[config.mk]
export PLATFORM = sky130hd
export DESIGN_NAME = host_byte_port
export DESIGN_NICKNAME = d
export VERILOG_FILES = /design/src/rtl/hbp_pkg.sv /design/src/rtl/hbp_sync.sv /design/src/rtl/hbp_cmd.sv /design/src/rtl/hbp_xfer.sv /design/src/rtl/host_byte_port.sv
export SDC_FILE = /design/constraint.sdc
export NUM_CORES = 1
export LEC_CHECK = 0
export BUFFER_PORTS_ARGS = -buffer_cell sky130_fd_sc_hd__buf_4
export CORE_MARGIN = 10
export CORE_UTILIZATION = 49
export DETAILED_ROUTE_END_ITERATION = 10
export PLACE_DENSITY = 0.76
export SLEW_MARGIN = 40
export SYNTH_ARGS = -nofsm -noshare
export SYNTH_HDL_FRONTEND = slang
export SYNTH_HIERARCHICAL = 1
export SYNTH_SLANG_ARGS = --single-unit
[constraint.sdc]
create_clock -name clk -period 2.06 [get_ports clk]
set_input_delay 0.412 -clock clk [delete_from_list [all_inputs] [get_ports clk]]
set_output_delay 0.412 -clock clk [all_outputs]
set_load 0.02 [all_outputs]
[src/rtl/hbp_pkg.sv]
package hbp_pkg;
    localparam int BYTE_W = 8;
    localparam int WORD_W = 16;

    localparam logic [BYTE_W-1:0] OP_CLEAR  = 8'h01;
    localparam logic [BYTE_W-1:0] OP_SAMPLE = 8'h02;
    localparam logic [BYTE_W-1:0] OP_READ   = 8'h03;

    typedef enum logic [2:0] {
        X_IDLE,
        X_ADDR,
        X_FETCH,
        X_SHOW,
        X_WAIT
    } xfer_state_t;

    typedef struct packed {
        logic clr;
        logic smp;
        logic go;
    } cmd_pulse_t;

    function automatic logic [BYTE_W-1:0] pick_byte(input logic [WORD_W-1:0] w, input logic upper);
        return upper ? w[WORD_W-1:BYTE_W] : w[BYTE_W-1:0];
    endfunction
endpackage

[src/rtl/hbp_sync.sv]
module hbp_sync #(
    parameter int STAGES = 2,
    parameter int WIDTH  = 1
) (
    input  logic             clk,
    input  logic             rst,
    input  logic [WIDTH-1:0] d,
    output logic [WIDTH-1:0] q
);
    logic [WIDTH-1:0] chain [STAGES];

    generate
        for (genvar i = 0; i < STAGES; i++) begin : g_stage
            if (i == 0) begin : g_first
                always_ff @(posedge clk) begin
                    if (rst) chain[i] <= '0;
                    else     chain[i] <= d;
                end
            end else begin : g_next
                always_ff @(posedge clk) begin
                    if (rst) chain[i] <= '0;
                    else     chain[i] <= chain[i-1];
                end
            end
        end
    endgenerate

    assign q = chain[STAGES-1];
endmodule

[src/rtl/hbp_cmd.sv]
module hbp_cmd
    import hbp_pkg::*;
(
    input  logic              clk,
    input  logic              rst,
    input  logic              stb_s,
    input  logic [BYTE_W-1:0] cmd_byte,
    input  logic              busy,
    output logic              cmd_ack,
    output cmd_pulse_t        pulse
);
    logic stb_d;
    logic rise;

    assign rise = stb_s & ~stb_d;

    always_ff @(posedge clk) begin
        if (rst) begin
            stb_d   <= 1'b0;
            cmd_ack <= 1'b0;
            pulse   <= '0;
        end else begin
            stb_d     <= stb_s;
            cmd_ack   <= rise | (cmd_ack & stb_s);
            pulse.clr <= rise && (cmd_byte == OP_CLEAR);
            pulse.smp <= rise && (cmd_byte == OP_SAMPLE);
            pulse.go  <= rise && (cmd_byte == OP_READ) && !busy;
        end
    end

    p_clr_single_r2: assert property (@(posedge clk) disable iff (rst)
        pulse.clr |=> !pulse.clr);
    p_smp_single_r3: assert property (@(posedge clk) disable iff (rst)
        pulse.smp |=> !pulse.smp);
    p_one_action_r4: assert property (@(posedge clk) disable iff (rst)
        $onehot0(pulse));
    p_ack_hold_r5: assert property (@(posedge clk) disable iff (rst)
        cmd_ack && stb_s |=> cmd_ack);
    p_ack_drop_r5: assert property (@(posedge clk) disable iff (rst)
        !stb_s |=> !cmd_ack);
    p_no_restart_r10: assert property (@(posedge clk) disable iff (rst)
        busy |-> !pulse.go);
endmodule

[src/rtl/hbp_xfer.sv]
module hbp_xfer
    import hbp_pkg::*;
#(
    parameter int ADDR_W = 11
) (
    input  logic              clk,
    input  logic              rst,
    input  logic              go,
    input  logic              clr,
    input  logic              ack_s,
    input  logic [WORD_W-1:0] mem_rdata,
    output logic [ADDR_W-1:0] mem_addr,
    output logic [BYTE_W-1:0] dout,
    output logic              dout_valid,
    output logic              busy,
    output logic              done
);
    localparam logic [ADDR_W-1:0] LAST_IDX = {ADDR_W{1'b1}};

    xfer_state_t       st;
    logic [ADDR_W-1:0] idx;
    logic [WORD_W-1:0] word_q;
    logic              hi_sel;
    logic              last;

    assign last     = (idx == LAST_IDX);
    assign mem_addr = idx;
    assign busy     = (st != X_IDLE);

    always_ff @(posedge clk) begin
        if (rst) begin
            st         <= X_IDLE;
            idx        <= '0;
            word_q     <= '0;
            hi_sel     <= 1'b0;
            dout       <= '0;
            dout_valid <= 1'b0;
            done       <= 1'b0;
        end else begin
            if (clr) done <= 1'b0;
            unique case (st)
                X_IDLE: if (go) begin
                    idx  <= '0;
                    done <= 1'b0;
                    st   <= X_ADDR;
                end
                X_ADDR: st <= X_FETCH;
                X_FETCH: begin
                    word_q     <= mem_rdata;
                    dout       <= pick_byte(mem_rdata, 1'b0);
                    dout_valid <= 1'b1;
                    hi_sel     <= 1'b0;
                    st         <= X_SHOW;
                end
                X_SHOW: if (ack_s) begin
                    dout_valid <= 1'b0;
                    if (hi_sel && last) done <= 1'b1;
                    st <= X_WAIT;
                end
                X_WAIT: if (!ack_s) begin
                    if (!hi_sel) begin
                        dout       <= pick_byte(word_q, 1'b1);
                        dout_valid <= 1'b1;
                        hi_sel     <= 1'b1;
                        st         <= X_SHOW;
                    end else if (last) begin
                        st <= X_IDLE;
                    end else begin
                        idx <= idx + 1'b1;
                        st  <= X_ADDR;
                    end
                end
                default: st <= X_IDLE;
            endcase
        end
    end

    p_valid_hold_r7: assert property (@(posedge clk) disable iff (rst)
        dout_valid && !ack_s |=> dout_valid);
    p_dout_stable_r7: assert property (@(posedge clk) disable iff (rst)
        dout_valid && !ack_s |=> $stable(dout));
    p_valid_drop_r7: assert property (@(posedge clk) disable iff (rst)
        dout_valid && ack_s |=> !dout_valid);
    p_no_early_byte_r8: assert property (@(posedge clk) disable iff (rst)
        !dout_valid && ack_s |=> !dout_valid);
    p_done_quiet_r9: assert property (@(posedge clk) disable iff (rst)
        done |-> !dout_valid);
    p_addr_hold_r6: assert property (@(posedge clk) disable iff (rst)
        dout_valid |=> $stable(mem_addr));
endmodule

[src/rtl/host_byte_port.sv]
module host_byte_port
    import hbp_pkg::*;
#(
    parameter int ADDR_W      = 11,
    parameter int SYNC_STAGES = 2
) (
    input  logic              clk,
    input  logic              rst,
    input  logic [7:0]        cmd_byte,
    input  logic              cmd_stb,
    output logic              cmd_ack,
    output logic [7:0]        dout,
    output logic              dout_valid,
    input  logic              host_ack,
    output logic [ADDR_W-1:0] mem_addr,
    input  logic [15:0]       mem_rdata,
    output logic              mem_clr_stb,
    output logic              smp_go_stb,
    output logic              xfer_busy,
    output logic              xfer_done
);
    logic [1:0] hs_raw;
    logic [1:0] hs_s;
    cmd_pulse_t pulse;

    assign hs_raw = {host_ack, cmd_stb};

    hbp_sync #(.STAGES(SYNC_STAGES), .WIDTH(2)) u_sync (
        .clk (clk),
        .rst (rst),
        .d   (hs_raw),
        .q   (hs_s)
    );

    hbp_cmd u_cmd (
        .clk      (clk),
        .rst      (rst),
        .stb_s    (hs_s[0]),
        .cmd_byte (cmd_byte),
        .busy     (xfer_busy),
        .cmd_ack  (cmd_ack),
        .pulse    (pulse)
    );

    hbp_xfer #(.ADDR_W(ADDR_W)) u_xfer (
        .clk        (clk),
        .rst        (rst),
        .go         (pulse.go),
        .clr        (pulse.clr),
        .ack_s      (hs_s[1]),
        .mem_rdata  (mem_rdata),
        .mem_addr   (mem_addr),
        .dout       (dout),
        .dout_valid (dout_valid),
        .busy       (xfer_busy),
        .done       (xfer_done)
    );

    assign mem_clr_stb = pulse.clr;
    assign smp_go_stb  = pulse.smp;

    p_reset_quiet_r1: assert property (@(posedge clk)
        rst |=> !cmd_ack && !dout_valid && !xfer_busy && !xfer_done && !mem_clr_stb && !smp_go_stb);
endmodule

=== After elaboration in Yosys (flattened, before gate mapping) ===
Memories as Yosys holds them, arrays and structs flattened.
Index checks and enable logic that the tools add are counted.

* Flip-flop bits (word level): 46
* RAM bits: 4
* Bits of input ports: 28
* Output and inout bits: 25
* Word-level logic and storage cells: 80
* Memories: 1

* $add $sub $neg: 1
* Eq/ne operators: 14
* Multiplexer cells: 30
* Bitwise gates (word level): 6
* Reductions and logical operators: 16

{| class="wikitable"
|+ Memories
! name !! words !! width !! read ports !! clocked after Yosys merged registers in !! wr ports !! RTL line !! RTL
|-
| u_sync.chain || 2 || 2 || 2 || 0 || 2 || hbp_sync.sv:10 || <nowiki>logic [WIDTH-1:0] chain [STAGES];</nowiki>
|}

{| class="wikitable"
|+ Operators by type and width
! kind !! number
|-
| $mux 11 || 4
|-
| $pmux 11 s2 || 1
|-
| $eq 8x2->1 const B || 2
|-
| $mux 8 || 2
|-
| $pmux 8 s2 || 1
|-
| $pmux 3 s5 || 1
|-
| $mux 1 || 12
|-
| $mux 3 || 4
|-
| $add 11x1->11 const B || 1
|-
| $eq 11x11->1 const B || 1
|-
| $ne 2x2->1 const B || 5
|-
| $eq 8x1->1 const B || 1
|-
| $eq 3x2->1 const B || 2
|-
| $reduce_and 3->1 || 2
|-
| $reduce_bool 3->1 || 2
|-
| $logic_and 1x1->1 || 5
|-
| $reduce_and 5->1 || 1
|-
| $mux 2 || 2
|-
| $pmux 1 s2 || 2
|-
| $reduce_and 4->1 || 1
|-
| $reduce_bool 2->1 || 2
|-
| $eq 3x1->1 const B || 1
|-
| $eq 3x3->1 const B || 1
|-
| $logic_not 3->1 || 1
|-
| 7 further kinds || 10
|}

=== Longest topological paths before layout ===
* Depth in word-level cells: 5
* Gate-level depth with buffers: 6

=== Cells and area by module ===
The synthesis kept the hierarchy.

{| class="wikitable"
|+ Modules (own cells, without submodules)
! module !! instances !! cells each !! area each (um^2) !! seq. area each (um^2)
|-
| hbp_xfer || 1 || 181 || 1599.0 || 660.6
|-
| hbp_cmd || 1 || 16 || 177.7 || 100.1
|-
| hbp_sync || 1 || 8 || 105.1 || 80.1
|}

=== Worst setup path after synthesis ===
OpenSTA, ideal clock, no wires.

* Kind: reg2reg
* Start: register u_xfer.idx[0], in the netlist u_xfer/mem_addr[0]
* End: register u_xfer.idx[8], in the netlist u_xfer/mem_addr[8]
* Arrival time: 1.694 ns
* Required time: 1.944 ns
* Slack: 0.250 ns
* Cell stages (with the launch flop): 6
* Clock period less this slack: 1.810 ns
* Cells stage by stage: dfxtp_1 -> ha_1 -> nand3_1 -> a2111oi_0 -> o211ai_1 -> o211a_1

* Longest elaborated chain between the ends: 5
* Elaborated cells on any way between the ends: 8
* Those cells by class: add/sub (1); eq/ne (2); mux (4); reduce/logical (1)

{| class="wikitable"
|+ Ends and longest elaborated chain
! what !! RTL line !! RTL
|-
| start, declared || hbp_xfer.sv:21 || <nowiki>logic [ADDR_W-1:0] idx;</nowiki>
|-
| start signal, assigned || hbp_xfer.sv:69 || <nowiki>idx <= idx + 1'b1;</nowiki>
|-
| $add 11x1->11 || hbp_xfer.sv:69 ||
|-
| $mux 11 || hbp_xfer.sv:66 || <nowiki>end else if (last) begin</nowiki>
|-
| $mux 11 || hbp_xfer.sv:61 || <nowiki>if (!hi_sel) begin</nowiki>
|-
| $mux 11 || hbp_xfer.sv:60 || <nowiki>X_WAIT: if (!ack_s) begin</nowiki>
|-
| $pmux 11 s2 || hbp_xfer.sv:41 || <nowiki>unique case (st)</nowiki>
|}

Parallel ways exist; a longest one is shown, timed or not. The select of a mux whose other input is x is not followed.
A chain may end at the register's enable or synchronous reset.

=== Worst setup path after layout ===
* Start: register u_xfer.st[2]
* End: register u_xfer.idx[6], in the netlist u_xfer/mem_addr[6]

* Longest elaborated chain between the ends: 3
* Elaborated cells on any way between the ends: 9
* Those cells by class: eq/ne (5); mux (1); reduce/logical (3)

{| class="wikitable"
|+ Ends and longest elaborated chain
! what !! RTL line !! RTL
|-
| start, declared || hbp_xfer.sv:20 || <nowiki>xfer_state_t st;</nowiki>
|-
| start signal, assigned || hbp_xfer.sv:32 || <nowiki>st <= X_IDLE;</nowiki>
|-
| start signal, assigned || hbp_xfer.sv:45 || <nowiki>st <= X_ADDR;</nowiki>
|-
| start signal, assigned || hbp_xfer.sv:47 || <nowiki>X_ADDR: st <= X_FETCH;</nowiki>
|-
| $eq 3x3->1 / $logic_not 3->1 (equally long branches) || hbp_xfer.sv:41 ||
|-
| $ne 2x1->1 (no source line) (tied with other cells) || - ||
|-
| $reduce_and 5->1 (no source line) || - ||
|}

Parallel ways exist; a longest one is shown, timed or not.

==> impl_metrics.yaml <==
grt:
  gr-total-overflow: 0
  grt_usage_pct: 12.8
  grt_first_pass_wirelength_um: 6910
  antenna_found_initial: 0
  grt_pass1_vias: 1540
  grt_max_degree: 34
yosys:
  yosysTopAreaCellShare_pct: 44.7
  synth_ff_type: "dfxtp_1"
  synth_area_leaders: "dfxtp_1 45%, mux2i_1 5.3%, nor2_1 4.2%, a311oi_1 3.7%, nand3_1 3.5%"
  syn_area_um2: 1880
  syn_nets: 234
  synth_top_family_by_area: "simple AND/OR/NAND/NOR gates"
  synth_fa_ha_area_share_pct: 0.665
  yosys.area.top_type: "dfxtp_1"
  yosys_warnings: 6
  syn_area_per_cell_um2: 9.18
  synth-simple-area-share_pct: 28.6
  yosysSeqAreaShare_pct: 44.7
  synth_compound_area_share_pct: 15.5
  ys_async_sr_fraction_pct: 0
  ys_ff_latch: 42
  yosysMostFrequentCell: "dfxtp_1"
  synth_commonest_cells: "42 x dfxtp_1, 21 x nor2_1, 13 x nand2_1, 13 x nand3_1"
  synthXorXnorAreaFrac_pct: 0
  synth_edf_count: 0
  synthCells: 205
  muxShareOfSynthArea_pct: 5.32
  synthDistinctLibCells: 45
finish:
  diodes: 0
  n_fill_cell: 338
  ff_latch_area_um2: 842
  utilization_pct: 66.2
  multi_input_area_um2: 942
  drive_gt1_share_pct: 30.9
  area_growth_pct: 29.8
  layout.nets: 290
  fin_cells: 310
routing:
  antenna_left: 0
  wl_um: 4400
  drc_errors: 0
  drtIter0Drc: 98
  drtPass1Iterations: 4
  num_vias: 1682
  routed_via_density: 5.43
  routedWlPerCell_um: 14.2
critical_path:
  cp.required_ns: 2.23
  startpoint_type: "register"
  cp_max_fo: 14
  cp.arrival_ns: 1.99
  r2r_setup_slack_ns: 0.24
  end_kind: "register"
  crit_type: "reg -> reg"
timing:
  layout_min_cycle_time_ns: 1.82
  setup_violations: 0
  maxSlewViolCount: 0
  fin_crit_sh_pct: 88.4
  fin_ws_ns: 0.239
  tightest_slew_ns: 0.625
  timing_hold_violations_final: 0
  fmax_mhz: 549
  clock_skew_ns: 0.00710
  rsz0062_at_grt: "no"
  tns_ns: 0
  maxSlewHeadroom_pct: 57.7
floorplanning:
  rows: 22
  die_w_um: 82.0
  core_region_area_um2: 3690
  die-area_um2: 6720
  initial_utilization_pct: 51.0
  io_pins: 53
  die_height_um: 82.0
placed_design:
  dp_hpwl_um: 3160
  port_buffers: 52
  place_ws_ns: 0.127
  globalplace.congestion: 0.811
  dp_cells: 300
cts:
  clk_latency_ns: 0.29
  path_clk_slew_ns: 0.08
  htreeDepth: 2
  ctsLongestPathBuffers: 2
  cts-root-buf: "clkbuf_8"
  clkSinkCount: 42
  cts_buffers: 5
  tritoncts: "yes"
power_and_ir_drop:
  leakage_nw: 0.951
  vdd_drop_max_uv: 496
  p_per_area_nw_per_um2: 644
  p_total_mw: 1.57
hold_path:
  hold_class: "in -> reg"
flow_run:
  cap_violations: 0
status:
  status: "completed"
## timing repair
item / 4_1_cts / 5_1_grt
setup endpoints to repair: 0 / 5
resized for setup: 0 / 1
hold buffers: 0 / 0
buffers inserted: 0 / 2
## layer usage
layer	vias to the layer above	share of wire (%)	GRT usage (%)
met5	-	0	0
met1	779	45	15.7
met4	0	0.66	4.59
met3	3	6.2	4.48
met2	41	48	20.2
li1	859	-	-
## cells by family after synthesis
| kind of cell | Yosys count |
|---|---|
| fa+ha+maj | 1 |
| flops | 42 |
| buf+inv | 19 |
| compound gates | 39 |
| mux | 10 |
| simple gates | 94 |
## sequential cells by signal (all words and copies together) (netlist names)
register           cells
u_xfer/mem_addr       11
u_xfer/dout            8
u_xfer/word_q          8
u_sync/chain           4
u_cmd/pulse            3
u_xfer/st              3
u_cmd/cmd_ack          1
u_cmd/stb_d            1
u_xfer/done            1
u_xfer/dout_valid      1
u_xfer/hi_sel          1
## placed cells by master (no fill, tap or decap), drive strengths merged, types with 2 or more instances in the layout
master / count
nand3: 13
nand3b: 2
o22ai: 2
or2b: 2
nor4b: 2
or4b: 2
nor2b: 8
o21a: 2
or3b: 2
inv: 6
buf: 62
a21oi: 11
nand2: 13
clkbuf: 6
nor4: 8
dfxtp: 42
o31ai: 5
a311oi: 9
or2: 2
or4: 7
o21ai: 2
nor2: 23
or3: 4
nand2b: 3
mux2i: 10
a31oi: 2
## stage by stage
stage,instance area [um2],hold WS (ns)
after global routing,2440,0.285
after floorplan,1880,0.408
final,2440,0.298
after detailed placement,2320,0.428
after global placement,2320,0.419
after CTS,2430,0.287
## power breakdown
group	internal [mW]	switching (mW)	total, mW
Sequential	0.821	0.00698	0.828
Combinational	0.0584	0.0466	0.105
Clock	0.362	0.277	0.639
## path summary, 6_finish.rpt
check | start | to | cells past startpoint
worst min-delay path | cmd_byte[2] | u_cmd/pulse[2] | 2
worst min register to register | u_cmd/stb_d | u_cmd/cmd_ack | 1
worst max register to register | u_xfer/st[2] | u_xfer/mem_addr[6] | 5
worst max-delay path | u_xfer/st[2] | u_xfer/mem_addr[6] | 5
## critical path, cell delays in order (launching register included)
cell and delay, ns:
dfxtp_2 0.45, or3b_2 0.52, nor4_4 0.29, buf_4 0.23, nor4_1 0.07, mux2i_1 0.13
## area by class of cell
cell class,instances,share of cell area (%)
repair buffers,62,19.1
clock buffers,6,2.97
clock inverters,2,1.54
multi-input cells,144,38.6
well taps,48,2.46
inverters,6,0.922
flip-flops and latches,42,34.5
Note: power is estimated with default switching activity, not from simulation.
